File: src/rtl/sel_pkg.sv
// Package: shared defaults for the normal interrupt selector.
// Assumes the source count is a power of two so the selection tree is balanced.
package sel_pkg;
    localparam int DEF_NUM_SRC = 64;
    localparam int DEF_PRIO_W  = 4;
    localparam int DEF_MASK_W  = 5;
    localparam int DEF_WORD_W  = 32;

    // Threshold test: strict greater-than with zero extension of the priority.
    function automatic logic prio_above(input logic [7:0] prio, input logic [7:0] thr);
        return prio > thr;
    endfunction
endpackage

File: src/rtl/prio_unpack.sv
// Module: prio_unpack
// Splits the packed priority words into one field per source.
// Assumes WORD_W is a multiple of PRIO_W and the words are concatenated with
// word 0 in the least significant position, so field n starts at bit PRIO_W*n.
module prio_unpack #(
    parameter int NUM_SRC = sel_pkg::DEF_NUM_SRC,
    parameter int PRIO_W  = sel_pkg::DEF_PRIO_W,
    parameter int WORD_W  = sel_pkg::DEF_WORD_W,
    localparam int PER_WORD = WORD_W / PRIO_W,
    localparam int N_WORDS  = NUM_SRC / PER_WORD
) (
    input  logic [N_WORDS*WORD_W-1:0] words_i,
    output logic [PRIO_W-1:0]         prio_o [NUM_SRC]
);
    // One slice per source: word n/PER_WORD, lane n mod PER_WORD.
    for (genvar n = 0; n < NUM_SRC; n++) begin : g_src
        localparam int WORD = n / PER_WORD;
        localparam int LANE = n % PER_WORD;
        assign prio_o[n] = words_i[WORD*WORD_W + LANE*PRIO_W +: PRIO_W];
    end
endmodule

File: src/rtl/prio_tree.sv
// Module: prio_tree
// Balanced comparison tree that picks the active source with the largest
// priority. Ties go to the higher-numbered source. Nodes are laid out as a heap,
// so the left child always covers lower source numbers than the right child.
// Assumes NUM_SRC is a power of two.
module prio_tree #(
    parameter int NUM_SRC = sel_pkg::DEF_NUM_SRC,
    parameter int PRIO_W  = sel_pkg::DEF_PRIO_W,
    localparam int ID_W   = $clog2(NUM_SRC),
    localparam int NODES  = 2*NUM_SRC - 1
) (
    input  logic [NUM_SRC-1:0] active_i,
    input  logic [PRIO_W-1:0]  prio_i [NUM_SRC],
    output logic               valid_o,
    output logic [ID_W-1:0]    id_o,
    output logic [PRIO_W-1:0]  prio_o
);
    logic              nv [NODES];
    logic [ID_W-1:0]   nid [NODES];
    logic [PRIO_W-1:0] np [NODES];

    // Leaves: one per source, in ascending source order.
    for (genvar i = 0; i < NUM_SRC; i++) begin : g_leaf
        assign nv[NUM_SRC-1+i]  = active_i[i];
        assign nid[NUM_SRC-1+i] = ID_W'(i);
        assign np[NUM_SRC-1+i]  = prio_i[i];
    end

    // Inner nodes: the right (upper) child wins on equal priority.
    for (genvar i = 0; i < NUM_SRC-1; i++) begin : g_node
        logic take_r;
        assign take_r = nv[2*i+2] && (!nv[2*i+1] || (np[2*i+2] >= np[2*i+1]));
        assign nv[i]  = nv[2*i+1] | nv[2*i+2];
        assign nid[i] = take_r ? nid[2*i+2] : nid[2*i+1];
        assign np[i]  = take_r ? np[2*i+2]  : np[2*i+1];
    end

    // Root: winner fields are forced to zero when nothing is active.
    always_comb begin
        valid_o = nv[0];
        id_o    = nv[0] ? nid[0] : '0;
        prio_o  = nv[0] ? np[0]  : '0;
    end
endmodule

File: src/rtl/thresh_gate.sv
// Module: thresh_gate
// Builds the request bit. Each active source is compared with the threshold on
// its own, and the per-source hits are ORed. An all-ones threshold disables
// the comparison. Assumes MASK_W > PRIO_W.
module thresh_gate #(
    parameter int NUM_SRC = sel_pkg::DEF_NUM_SRC,
    parameter int PRIO_W  = sel_pkg::DEF_PRIO_W,
    parameter int MASK_W  = sel_pkg::DEF_MASK_W
) (
    input  logic [NUM_SRC-1:0] active_i,
    input  logic [PRIO_W-1:0]  prio_i [NUM_SRC],
    input  logic [MASK_W-1:0]  mask_i,
    output logic               irq_o
);
    logic [NUM_SRC-1:0] hit;
    logic               any_act;
    logic               bypass;

    // Per-source strict comparison against the threshold.
    for (genvar n = 0; n < NUM_SRC; n++) begin : g_cmp
        assign hit[n] = active_i[n] &&
                        sel_pkg::prio_above(8'(prio_i[n]), 8'(mask_i));
    end

    // Combine: bypass or empty vector falls back to plain OR of sources.
    always_comb begin
        any_act = |active_i;
        bypass  = (mask_i == {MASK_W{1'b1}});
        irq_o   = (bypass || !any_act) ? any_act : |hit;
    end
endmodule

File: src/rtl/prio_irq_selector.sv
// Module: prio_irq_selector (top)
// Resolves the normal interrupt request and the vector winner from qualified
// sources, packed priorities and a threshold. REG_OUT=1 adds one output
// register stage with synchronous active-low reset. REG_OUT=0 leaves the
// resolver combinational. Assumes inputs are already qualified by the core.
module prio_irq_selector #(
    parameter int NUM_SRC = sel_pkg::DEF_NUM_SRC,
    parameter int PRIO_W  = sel_pkg::DEF_PRIO_W,
    parameter int MASK_W  = sel_pkg::DEF_MASK_W,
    parameter int WORD_W  = sel_pkg::DEF_WORD_W,
    parameter bit REG_OUT = 1'b1,
    localparam int ID_W   = $clog2(NUM_SRC),
    localparam int BUS_W  = NUM_SRC * PRIO_W
) (
    input  logic               clk,
    input  logic               rst_n,
    input  logic [NUM_SRC-1:0] active_i,
    input  logic [BUS_W-1:0]   prio_words_i,
    input  logic [MASK_W-1:0]  mask_i,
    output logic               irq_o,
    output logic               valid_o,
    output logic [ID_W-1:0]    win_id_o,
    output logic [PRIO_W-1:0]  win_prio_o
);
    logic [PRIO_W-1:0] prio_a [NUM_SRC];
    logic              c_irq, c_valid;
    logic [ID_W-1:0]   c_id;
    logic [PRIO_W-1:0] c_prio;

    prio_unpack #(.NUM_SRC(NUM_SRC), .PRIO_W(PRIO_W), .WORD_W(WORD_W)) u_unpack (
        .words_i (prio_words_i),
        .prio_o  (prio_a)
    );

    prio_tree #(.NUM_SRC(NUM_SRC), .PRIO_W(PRIO_W)) u_tree (
        .active_i (active_i),
        .prio_i   (prio_a),
        .valid_o  (c_valid),
        .id_o     (c_id),
        .prio_o   (c_prio)
    );

    thresh_gate #(.NUM_SRC(NUM_SRC), .PRIO_W(PRIO_W), .MASK_W(MASK_W)) u_gate (
        .active_i (active_i),
        .prio_i   (prio_a),
        .mask_i   (mask_i),
        .irq_o    (c_irq)
    );

    if (REG_OUT) begin : g_reg
        // Output stage: capture resolver results, clear on reset.
        always_ff @(posedge clk) begin
            if (!rst_n) begin
                irq_o      <= 1'b0;
                valid_o    <= 1'b0;
                win_id_o   <= '0;
                win_prio_o <= '0;
            end else begin
                irq_o      <= c_irq;
                valid_o    <= c_valid;
                win_id_o   <= c_id;
                win_prio_o <= c_prio;
            end
        end
    end else begin : g_comb
        // Pass-through: resolver drives the ports directly.
        always_comb begin
            irq_o      = c_irq;
            valid_o    = c_valid;
            win_id_o   = c_id;
            win_prio_o = c_prio;
        end
    end
endmodule

File: config.mk
export PLATFORM = sky130hd
export DESIGN_NAME = prio_irq_selector
export DESIGN_NICKNAME = d
export VERILOG_FILES = /design/src/rtl/sel_pkg.sv /design/src/rtl/prio_unpack.sv /design/src/rtl/prio_tree.sv /design/src/rtl/thresh_gate.sv /design/src/rtl/prio_irq_selector.sv
export SDC_FILE = /design/constraint.sdc
export NUM_CORES = 1
export LEC_CHECK = 0
export BUFFER_PORTS_ARGS = -buffer_cell sky130_fd_sc_hd__buf_2
export CAP_MARGIN = 10
export CORE_ASPECT_RATIO = 2
export CORE_MARGIN = 5
export CORE_UTILIZATION = 30
export CTS_CLUSTER_SIZE = 20
export DETAILED_ROUTE_END_ITERATION = 12
export PLACE_DENSITY = 0.6
export RECOVER_POWER = 100
export SLEW_MARGIN = 20
export SYNTH_ARGS = -nofsm -noshare
export SYNTH_HDL_FRONTEND = slang
export SYNTH_SLANG_ARGS = --single-unit
File: constraint.sdc
create_clock -name clk -period 11.2 [get_ports clk]
set_clock_uncertainty 0.2 [all_clocks]
set_input_delay 2.24 -clock clk [delete_from_list [all_inputs] [get_ports clk]]
set_output_delay 2.24 -clock clk [all_outputs]
set_load 0.02 [all_outputs]
# [Word-level counts from Yosys, hierarchy flattened]
# Index checks and enable logic that the tools add are counted.
[word_totals] ff_bits=12 latchBits=0 ramBits=0 romBits=0 in_bits=327 word_cells=580 memories=0
[op_classes] add_sub_neg=0 mul=0 n_div=0 magnitude_cmp=127 eq_ne=1 shifts=0 mux=127 n_bitwise=63 n_reduce_logical=258
[ops] cell="$gt 4x5->1" count=64
[ops] cell="$mux 4" count=67
[ops] cell="$ge 4x4->1" count=63
[ops] cell="$reduce_or 64->1" count=2
[ops] cell="$logic_and 1x1->1" count=127
[ops] cell="$logic_not 1->1" count=64
[ops] cell="$logic_or 1x1->1" count=64
[ops] cell="$or 1x1->1" count=63
[ops] cell="$mux 1" count=33
[ops] cell="$mux 2" count=16
[ops] cell="$mux 3" count=8
[ops] cell="$mux 5" count=2
[ops] cell="$mux 6" count=1
[ops] cell="$eq 5x5->1 const B" count=1
[ops] cell="$reduce_and 2->1" count=1

# [Longest topological paths before layout]
# Gate-level depths: netlist (run 1).
[depth] depth_word=24 ltp_mapped=54 depth_no_buf=54

# [Cells and area by module]
# From an unflattened synthesis (run 1), not the netlist that was laid out.
[unflattened] hier_cells=2767 area_unflattened_um2=20235.7
[modules_own_cells] module="prio_tree" n_inst=1 cells_per_inst=1710 area_each_um2=12015.3 seq_area_each_um2=0.0
[modules_own_cells] module="thresh_gate" n_inst=1 cells_per_inst=776 area_each_um2=5962.0 seq_area_each_um2=0.0
[modules_own_cells] module="prio_unpack" n_inst=1 cells_per_inst=256 area_each_um2=1921.8 seq_area_each_um2=0.0
[modules_own_cells] module="prio_irq_selector" n_inst=1 cells_per_inst=25 area_each_um2=336.6 seq_area_each_um2=240.2

# [Least setup slack after synthesis (run 1)]
# OpenSTA, ideal clock, no wires.
[synth_timing] path_kind="input to register" start="input port prio_words_i[178]" end="register win_id_o[1]" setup_ns=0.134 arrival_time_ns=10.967 slack_ns=-0.101 cell_stages=49 path_buffers=2 path_cell_list="inv_1 > ha_1 > a21oi_1 > o21ai_1 > a211o_1 > and2_1 > clkbuf_1 > o21ai_0 > ha_1 > nand2b_1 > a21o_1 > a211oi_1 > or2_2 > clkbuf_1 > mux2i_1 > ha_1 > a21o_1 > a21oi_1 > [13 not listed] > nand2b_1 > a21oi_1 > nor2b_1 > o21ai_0 > nand2_1 > o21ai_0 > mux2_4 > ha_1 > nor2b_1 > o21ai_0 > nand2_1 > inv_1 > nor2_1 > nand2_1 > inv_1 > nand2_1 > a211oi_1 > or4_1"
[synth_between] elab_chain_len=24
[synth_rtl] element="start, declared" line="prio_irq_selector.sv:18" text="input logic [BUS_W-1:0] prio_words_i,"
[synth_rtl] element="$ge 4x4->1" line="prio_tree.sv:32" text="assign take_r = nv[2*i+2] && (!nv[2*i+1] || (np[2*i+2] >= np[2*i+1]));"
[synth_rtl] element="$logic_or 1x1->1" line="prio_tree.sv:32"
[synth_rtl] element="$logic_and 1x1->1" line="prio_tree.sv:32"
[synth_rtl] element="$mux 4 *" line="prio_tree.sv:35" text="assign np[i] = take_r ? np[2*i+2] : np[2*i+1];"
[synth_rtl] element="$ge 4x4->1" line="prio_tree.sv:32"
[synth_rtl] element="$logic_or 1x1->1" line="prio_tree.sv:32"
[synth_rtl] element="$logic_and 1x1->1" line="prio_tree.sv:32"
[synth_rtl] element="$mux 4" line="prio_tree.sv:35"
[synth_rtl] element="[8 not listed]"
[synth_rtl] element="$ge 4x4->1" line="prio_tree.sv:32"
[synth_rtl] element="$logic_or 1x1->1" line="prio_tree.sv:32"
[synth_rtl] element="$logic_and 1x1->1" line="prio_tree.sv:32"
[synth_rtl] element="$mux 4" line="prio_tree.sv:35"
[synth_rtl] element="$ge 4x4->1" line="prio_tree.sv:32"
[synth_rtl] element="$logic_or 1x1->1" line="prio_tree.sv:32"
[synth_rtl] element="$logic_and 1x1->1" line="prio_tree.sv:32"
[synth_rtl] element="$mux 6 *" line="prio_tree.sv:34" text="assign nid[i] = take_r ? nid[2*i+2] : nid[2*i+1];"
[synth_rtl] element="end signal, assigned" line="prio_irq_selector.sv:61" text="win_id_o <= c_id;"
[synth_rtl] element="end, declared" line="prio_irq_selector.sv:22" text="output logic [ID_W-1:0] win_id_o,"
# Every way passes the cells marked *; elsewhere a longest branch is shown, timed or not.
# A chain may end at the register's enable or synchronous reset.

# [Final worst setup path (run 1)]
[layout_timing] start="input port prio_words_i[90]" end="register win_id_o[1]"
# The elaborated chain is that of the path after synthesis.

==> results of run 1 <==
## stage by stage
step | utilization (%) | cell area (sq um) | cells | setup WS, ns | TNS, ns
2_1_floorplan | - | 17800 | 2420 | 0.0183 | 0
3_3_place_gp | 37.5 | 22100 | 3733 | -0.350 | -0.380
3_5_place_dp | 37.5 | 22100 | 3733 | -0.496 | -0.961
4_1_cts | 37.6 | 22200 | 3736 | 0.0416 | 0
5_1_grt | 39.5 | 23300 | 3785 | -0.169 | -0.181
6_report | 39.5 | 23300 | 3787 | 0.440 | 0
## power breakdown
part           switching, mW  internal (mW)  total (mW)
sequential           0.00666         0.0722      0.0789
clock                 0.0177         0.0464      0.0642
combinational           1.95           1.89        3.83
total                   1.97           2.01        3.98
## worst max-delay path: cells and delay by family
family                   cells  cell delay, ns
AO/OA/AOI/OAI               14            2.43
buffers and inverters        6            0.43
adder cells (fa/ha/maj)      9            2.64
AND/OR/NAND/NOR             14            1.64
multiplexers                 4            1.28
## cell families after synthesis
family                     after synthesis
buffers and inverters                  282
muxes                                  130
adders and majority gates              489
AOI/OAI and AO/OA                      700
DFF                                     12
and+or+nand+nor                        807
## repair_timing
action / in CTS / in global routing
setup buffers: 0 / 42
pin swaps: 0 / 77
endpoints found under the setup margin: 1 / 10
gates cloned: 0 / 0
resized for setup: 2 / 203
## layout make-up
type,instances,area (sq um),area share [%]
Inverter,256,961,4.13
Multi-Input combinational cell,2126,17200,74.1
Clock buffer,3,75.1,0.323
Timing Repair Buffer,613,3770,16.2
Sequential cell,12,240,1.03
Antenna cell,9,22.5,0.0968
Tap cell,768,961,4.13
## registers in the layout, summed over array words and instances, names as in the netlist
| name | cells |
|---|---|
| valid_o | 1 |
| win_prio_o | 4 |
| win_id_o | 6 |
| irq_o | 1 |
## worst max path at each step
stage | from | to | slack (ns) | cells after the start
final | prio_words_i[90] | win_id_o[1]$_SDFF_PN0_ | 0.44 | 47
after global routing | prio_words_i[162] | win_id_o[1]$_SDFF_PN0_ | -0.17 | 53
after CTS | prio_words_i[36] | win_id_o[1]$_SDFF_PN0_ | 0.04 | 50
after detailed placement | prio_words_i[36] | win_id_o[1]$_SDFF_PN0_ | -0.50 | 47
after global placement | prio_words_i[36] | win_id_o[1]$_SDFF_PN0_ | -0.35 | 47
after floorplan | prio_words_i[82] | win_id_o[1]$_SDFF_PN0_ | 0.02 | 46
## placed cells by master, fill, tap and decap left out, drive strengths merged, types with 9 or more instances in the layout
| master | instances |
|---|---|
| buf | 599 |
| ha | 478 |
| inv | 256 |
| a21oi | 198 |
| nand2 | 190 |
| o21ai | 168 |
| nor2b | 137 |
| nand2b | 130 |
| nor2 | 122 |
| mux2i | 103 |
| nand4 | 74 |
| o22ai | 46 |
| nand3 | 32 |
| a21o | 30 |
| o21a | 27 |
| mux2 | 27 |
| o211ai | 26 |
| a311oi | 24 |
| and2 | 23 |
| a211oi | 22 |
| nor4 | 20 |
| clkbuf | 17 |
| nor3 | 16 |
| o21bai | 13 |
| a31oi | 13 |
| or2 | 13 |
| o2111ai | 12 |
| dfxtp | 12 |
| nor4bb | 12 |
| maj3 | 11 |
| and3 | 10 |
| diode | 9 |
| o211a | 9 |
| o31ai | 9 |
## per-layer routing
metal | global-route usage, % | routed length, microns | up-vias
met5 | 0 | 7 | -
met4 | 8.49 | 3360 | 2
met3 | 1.58 | 2400 | 138
met2 | 43.0 | 40500 | 470
met1 | 22.2 | 27800 | 9657
li1 | - | - | 10200
==> qor.csv, run 1 <==
stage,metric,value,unit
synth,Synth top area share,33.6,%
synth,Synth area leader,ha_1,
power_and_ir_drop,peak supply drop,238,uV
setup_path,Worst EP required,11.11,ns
synth,syn_area_per_cell,7.36,sq um
floorplan,Core ar.,0.0590,sq mm
sta,worst slew pin tran,2.61,ns
synth,main flop type after synthesis,dfxtp_1,
finish,ratio of cells with drive above 1 in the final layout,27.8,%
grt,total track usage,21.3,%
place,Port Buffers,338,
synth,top-count cell post-synth,ha_1,
grt,largest net degree at the start of global routing,38,
grt,number of global-route vias before repair,20500,
clocking,Worst-path clk slew,0.04,ns
synth,"Distinct cells, synth",103,
setup_path,CP arrival,10.67,ns
clocking,H-tree depth,1,
floorplan,DIE HEIGHT,355,microns
floorplan,Die Width,182,microns
setup_path,worst setup path class,in -> reg,
synth,register area share after synthesis,1.35,%
finish,P&R area growth vs syn,30.7,%
sta,Final Max Slew Viols,34,
synth,top post-synthesis cells by area,"ha_1 34%, mux2i_1 5.7%, a21oi_1 5.5%",
floorplan,io pins,339,
finish,# nets final,3817,
sta,Worst slew margin,-74.1,%
synth,xor-xnor portion of the synthesized cell area,0,%
place,GPL Wtd Cong,0.937,
clocking,Root Driver,clkbuf_16,
synth,Yosys reg bits,12,
synth,Async SR Flop Fraction,0,%
finish,Fillers,6334,
place,post-DP HPWL,64500,microns
synth,synthesized area,0.0178,sq mm
synth,Cells after Synth,2420,
detailed_routing,First-pass DRT Iterations,5,
grt,GRT overflow,0,
worst_hold_path,Hold Crit Depth,2,
setup_path,Crit Path Max Fanout,4,
synth,Post-Synth Adder-Cell Area,34.3,%
run_status,failing checks,"max-capacitance violations, max-slew violations",
power_and_ir_drop,LEAKAGE,11.9,nW
sta,period utilization,96.1,%
run_status,status,"finished, violations left",
setup_path,"most used cell, CP",ha_1,
synth,main combinational cell family by area after synthesis,adder cells,
setup_path,delay of the slowest critical-path stage,0.47,ns
setup_path,Critical Path Start Type,input pin,
detailed_routing,Vias/cell,5.42,
worst_hold_path,Hold Crit Class,in -> reg,
floorplan,die area,0.0646,sq mm
detailed_routing,initial DRC count,648,
clocking,Num CTS Buffers,3,
clocking,Sink Count,12,
synth,Post-synth EDFFs,0,
sta,fmax,0.0929,GHz
clocking,CTS tree,built,
detailed_routing,antenna-violating nets left,0,
synth,post-synthesis mux area share,7.58,%
sta,# setup viols final,0,
synth,simple-gate area share of the yosys netlist,24.3,%
floorplan,Core Rows,126,
detailed_routing,Avg WL per Cell,19.6,microns
floorplan,Initial Util,30.2,%
sta,worst hold margin,2.09,ns
clocking,buffer depth of the longest clock path,2,
detailed_routing,DRC,0,
detailed_routing,Detailed Route WL,74100,microns
setup_path,Crit. End Element,flop,
detailed_routing,vias,20500,
clocking,hold-fix buffers at CTS,0,
run,max-cap violations,1,
grt,initial antenna violation count,11,
sta,Final Hold Fails,0,
sta,Final min period,10.76,ns
synth,Commonest cells post-synth,"478 x ha_1, 255 x inv_1, 196 x a21oi_1",
synth,warnings from Yosys,0,
setup_path,Critical Path Slowest Stage Cell,or4_1,
worst_hold_path,startpoint of the worst hold path,mask_i[4],
synth,Post-Syn Nets,3225,
power_and_ir_drop,final total power,3.98,mW
synth,Synth Area in Compound Gates,26.5,%
worst_hold_path,Hold Path Sink,irq_o$_SDFF_PN0_,
power_and_ir_drop,PD cells,171,mW/mm^2
grt,global-route wire length before repair,110000,microns
Power figures use the tool's default switching activity.
==> inputs of run 2 (changes only) <==
--- a/config.mk
+++ b/config.mk
@@ -5,6 +5,7 @@
 export SDC_FILE = /design/constraint.sdc
 export NUM_CORES = 1
 export LEC_CHECK = 0
+export ABC_AREA = 1
 export BUFFER_PORTS_ARGS = -buffer_cell sky130_fd_sc_hd__buf_2
 export CAP_MARGIN = 10
 export CORE_ASPECT_RATIO = 2
@@ -12,7 +13,7 @@
 export CORE_UTILIZATION = 30
 export CTS_CLUSTER_SIZE = 20
 export DETAILED_ROUTE_END_ITERATION = 12
-export PLACE_DENSITY = 0.6
+export PLACE_DENSITY = 0.61
 export RECOVER_POWER = 100
 export SLEW_MARGIN = 20
 export SYNTH_ARGS = -nofsm -noshare
==> run 2 against run 1 <==
Net effect:
- the flow still finishes with violations (max-capacitance violations, max-slew violations)
- via count fell by 9.3%
- die area fell by 11%
- combinational power fell by 22%
- sequential share of layout area rose by 0.25 points
- first-iteration DRC count fell by 2.9%
- critical path depth rose by 11
- sequential cell count did not move
- worst hold slack got worse by 0.016 ns
- power fell by 21%
- largest cell class unchanged
- highest routed layer unchanged
- largest power group unchanged
==> qor.csv, run 2 <==
stage,metric,value,unit,change
run_status,status,"finished, violations left",,
run_status,failing checks,"max-capacitance violations, max-slew violations",,
synth,Synth top area share,37.8,%,+4.2 points
detailed_routing,vias,18600,,-9.3%
floorplan,Core Rows,119,,-5.6%
synth,main flop type after synthesis,dfxtp_1,,
grt,global-route wire length before repair,100000,microns,-8.7%
clocking,Num CTS Buffers,3,,unchanged
setup_path,CP arrival,10.30,ns,-0.37 ns
sta,Final Max Slew Viols,30,,-12%
grt,total track usage,22.6,%,+1.3 points
detailed_routing,First-pass DRT Iterations,5,,unchanged
grt,GRT overflow,0,,unchanged
clocking,H-tree depth,1,,unchanged
detailed_routing,Vias/cell,5.21,,-3.9%
clocking,CTS tree,built,,
power_and_ir_drop,Logic pwr share,94.8,%,-1.6 points
power_and_ir_drop,LEAKAGE,10.6,nW,-11%
clocking,buffer depth of the longest clock path,2,,unchanged
grt,initial antenna violation count,28,,+17
place,Cells after DPL,3539,,-5.2%
synth,register area share after synthesis,1.52,%,+0.17 points
finish,max reg flops,6,,unchanged
power_and_ir_drop,Pint,1.27,mW,-37%
sta,Worst slew margin,-53.1,%,+21 points
setup_path,Crit Path Max Fanout,14,,+10
power_and_ir_drop,peak supply drop,284,uV,+19%
synth,top post-synthesis cells by area,"ha_1 38%, nand2_1 12%, inv_1 9.5%",,
finish,Largest regs,"win_id_o (6), win_prio_o (4)",,
sta,fmax,0.0965,GHz,+3.8%
finish,P&R area growth vs syn,18.7,%,
synth,"Distinct cells, synth",48,,-53%
place,post-DP HPWL,60500,microns,-6.2%
clocking,Sink Count,12,,unchanged
worst_hold_path,Hold Crit Class,in -> reg,,
grt,number of global-route vias before repair,18800,,-8.1%
power_and_ir_drop,Sequential Power Share,2.9,%,+0.9 points
sta,PnR worst setup slack,0.836,ns,+0.395 ns
detailed_routing,Avg WL per Cell,19.1,microns,-2.4%
detailed_routing,Detailed Route WL,68200,microns,-7.9%
finish,Reg area,240,sq um,unchanged
setup_path,worst setup path class,in -> reg,,
floorplan,Initial Util,30.1,%,-0.057 points
floorplan,die area,0.0578,sq mm,-11%
sta,# setup viols final,0,,unchanged
grt,largest net degree at the start of global routing,65,,+71%
power_and_ir_drop,final total power,3.15,mW,-21%
setup_path,"most used cell, CP",nand2_1,,
synth,synthesized area,0.0158,sq mm,-11%
synth,Post-synth EDFFs,0,,unchanged
sta,Final Hold Fails,0,,unchanged
synth,Cells after Synth,2513,,+3.8%
sta,setup TNS,0,ns,unchanged
synth,top-count cell post-synth,nand2_1,,
clocking,Worst-path clk slew,0.04,ns,about the same
clocking,hold-fix buffers at CTS,0,,unchanged
finish,Fillers,5817,,-8.2%
place,pre-CTS setup slack,0.136,ns,+0.633 ns
finish,ratio of cells with drive above 1 in the final layout,16.1,%,-12 points
finish,# nets final,3690,,-3.3%
setup_path,Critical Path Slowest Stage Cell,o31ai_4,,
setup_path,delay of the slowest critical-path stage,0.33,ns,-0.14 ns
sta,period utilization,92.5,%,-3.5 points
power_and_ir_drop,Net Sw Frac,59.6,%,+10 points
setup_path,Worst EP required,11.13,ns,+0.02 ns
power_and_ir_drop,switching power,1.88,mW,-4.8%
power_and_ir_drop,clock power share,2.3,%,+0.7 points
sta,Final min period,10.36,ns,-0.395 ns
setup_path,Critical Path Start Type,input pin,,
finish,post-route insts no fill,3572,,-5.7%
finish,"most common cell after layout, fill and taps aside",nand2_1,,
synth,warnings from Yosys,0,,unchanged
floorplan,Die Width,172,microns,-5.4%
synth,Yosys reg bits,12,,unchanged
setup_path,worst setup path end,win_prio_o[1]$_SDFF_PN0_,,
place,GPL Wtd Cong,0.973,,+3.8%
synth,Commonest cells post-synth,"521 x nand2_1, 478 x ha_1, 400 x inv_1",,
finish,most frequent cells in the layout,"516 x nand2_1, 478 x ha_1, 394 x inv_1, 325 x buf_2, 229 x o21ai_0",,
sta,worst slew pin tran,2.30,ns,-0.315 ns
synth,Synth area leader,ha_1,,
clocking,Root Driver,clkbuf_16,,
synth,Async SR Flop Fraction,0,%,unchanged
synth,syn_area_per_cell,6.30,sq um,-14%
setup_path,Crit. End Element,flop,,
synth,Post-Syn Nets,3318,,+2.9%
finish,multi-input logic area,0.0141,sq mm,-18%
floorplan,Core ar.,0.0526,sq mm,-11%
setup_path,CP startpoint,prio_words_i[180],,
power_and_ir_drop,PD cells,167,mW/mm^2,-2.1%
detailed_routing,initial DRC count,629,,-2.9%
floorplan,DIE HEIGHT,335,microns,-5.5%
place,Port Buffers,338,,unchanged
sta,worst hold margin,2.07,ns,-0.0158 ns
detailed_routing,DRC,0,,unchanged
finish,Biggest register,win_id_o,,
run,max-cap violations,1,,unchanged
detailed_routing,antenna-violating nets left,0,,unchanged
floorplan,io pins,339,,unchanged
## run 2: cell count changes after synthesis, moves of 21 or more
| cell | delta |
|---|---|
| mux2_2 | -23 |
| nand3_1 | +113 |
| mux2i_1 | -102 |
| nand2_1 | +331 |
| o21ai_0 | +101 |
| o21bai_1 | +21 |
| nand2b_1 | -129 |
| o22ai_1 | -42 |
| inv_1 | +145 |
| nor2b_1 | -137 |
| nand2_2 | +34 |
| a21oi_1 | -27 |
## run 2: power groups by stage
stage | clock network, mW | logic (mW) | registers, mW
after floorplan | 0 | 1.87 | 0.0989
after global routing | 0.0778 | 3.41 | 0.0916
after CTS | 0.0747 | 2.92 | 0.0908
after detailed placement | 0 | 2.90 | 0.0905
final | 0.0735 | 2.98 | 0.0911
after global placement | 0 | 2.90 | 0.0931
## run 2: repair_timing
item                                    CTS  global route
setup buffers                             0             6
gates resized for setup                   0            37
endpoints found under the setup margin    0            10
## run 2: cell type report
class,instances,area share [%]
Tap cell,665,4.42
Timing Repair Buffer,376,10.5
Antenna cell,23,0.306
Multi-Input combinational cell,2080,74.8
Clock buffer,4,0.472
Sequential cell,12,1.28
Inverter,412,8.28
## run 2: logic make-up after synthesis
kind of cell	count (synthesis)	share of synthesized area, %
AND/OR/NAND/NOR	978	27.8
buffers and inverters	421	10.2
adder cells (fa/ha/maj)	478	37.8
AO/OA/AOI/OAI	624	22.7
flip-flops	12	1.52
## run 2: worst max-delay path: cells and delay by family
kind | cells | cell delay [ns]
AOI/OAI and AO/OA | 21 | 3.41
adders and majority gates | 6 | 1.66
and+or+nand+nor | 22 | 2.03
buffers and inverters | 9 | 0.93
## run 2: worst min path at each step
stage,startpoint,to,slack (ns),cells past startpoint
3_3_place_gp,mask_i[4],irq_o$_SDFF_PN0_,2.32,2
4_1_cts,mask_i[4],irq_o$_SDFF_PN0_,2.07,2
2_1_floorplan,mask_i[4],irq_o$_SDFF_PN0_,2.14,1
6_report,mask_i[4],irq_o$_SDFF_PN0_,2.07,2
5_1_grt,mask_i[4],irq_o$_SDFF_PN0_,2.07,2
3_5_place_dp,mask_i[4],irq_o$_SDFF_PN0_,2.32,2
## run 2: per-stage QoR
step	util (%)	area (sq um)
floorplan	-	15800
global placement	35.3	18500
detailed placement	35.3	18500
CTS	35.5	18600
global route	35.8	18800
finish	35.8	18800
## run 2: per-layer routing
layer  GRT usage (%)  vias to the layer above  share of wire [%]
li1                -                     9503                  -
met1            21.2                     8354                 34
met2            43.8                      520                 53
met3            3.28                      215                4.9
met4            14.7                        6                7.9
met5               0                        -              0.051
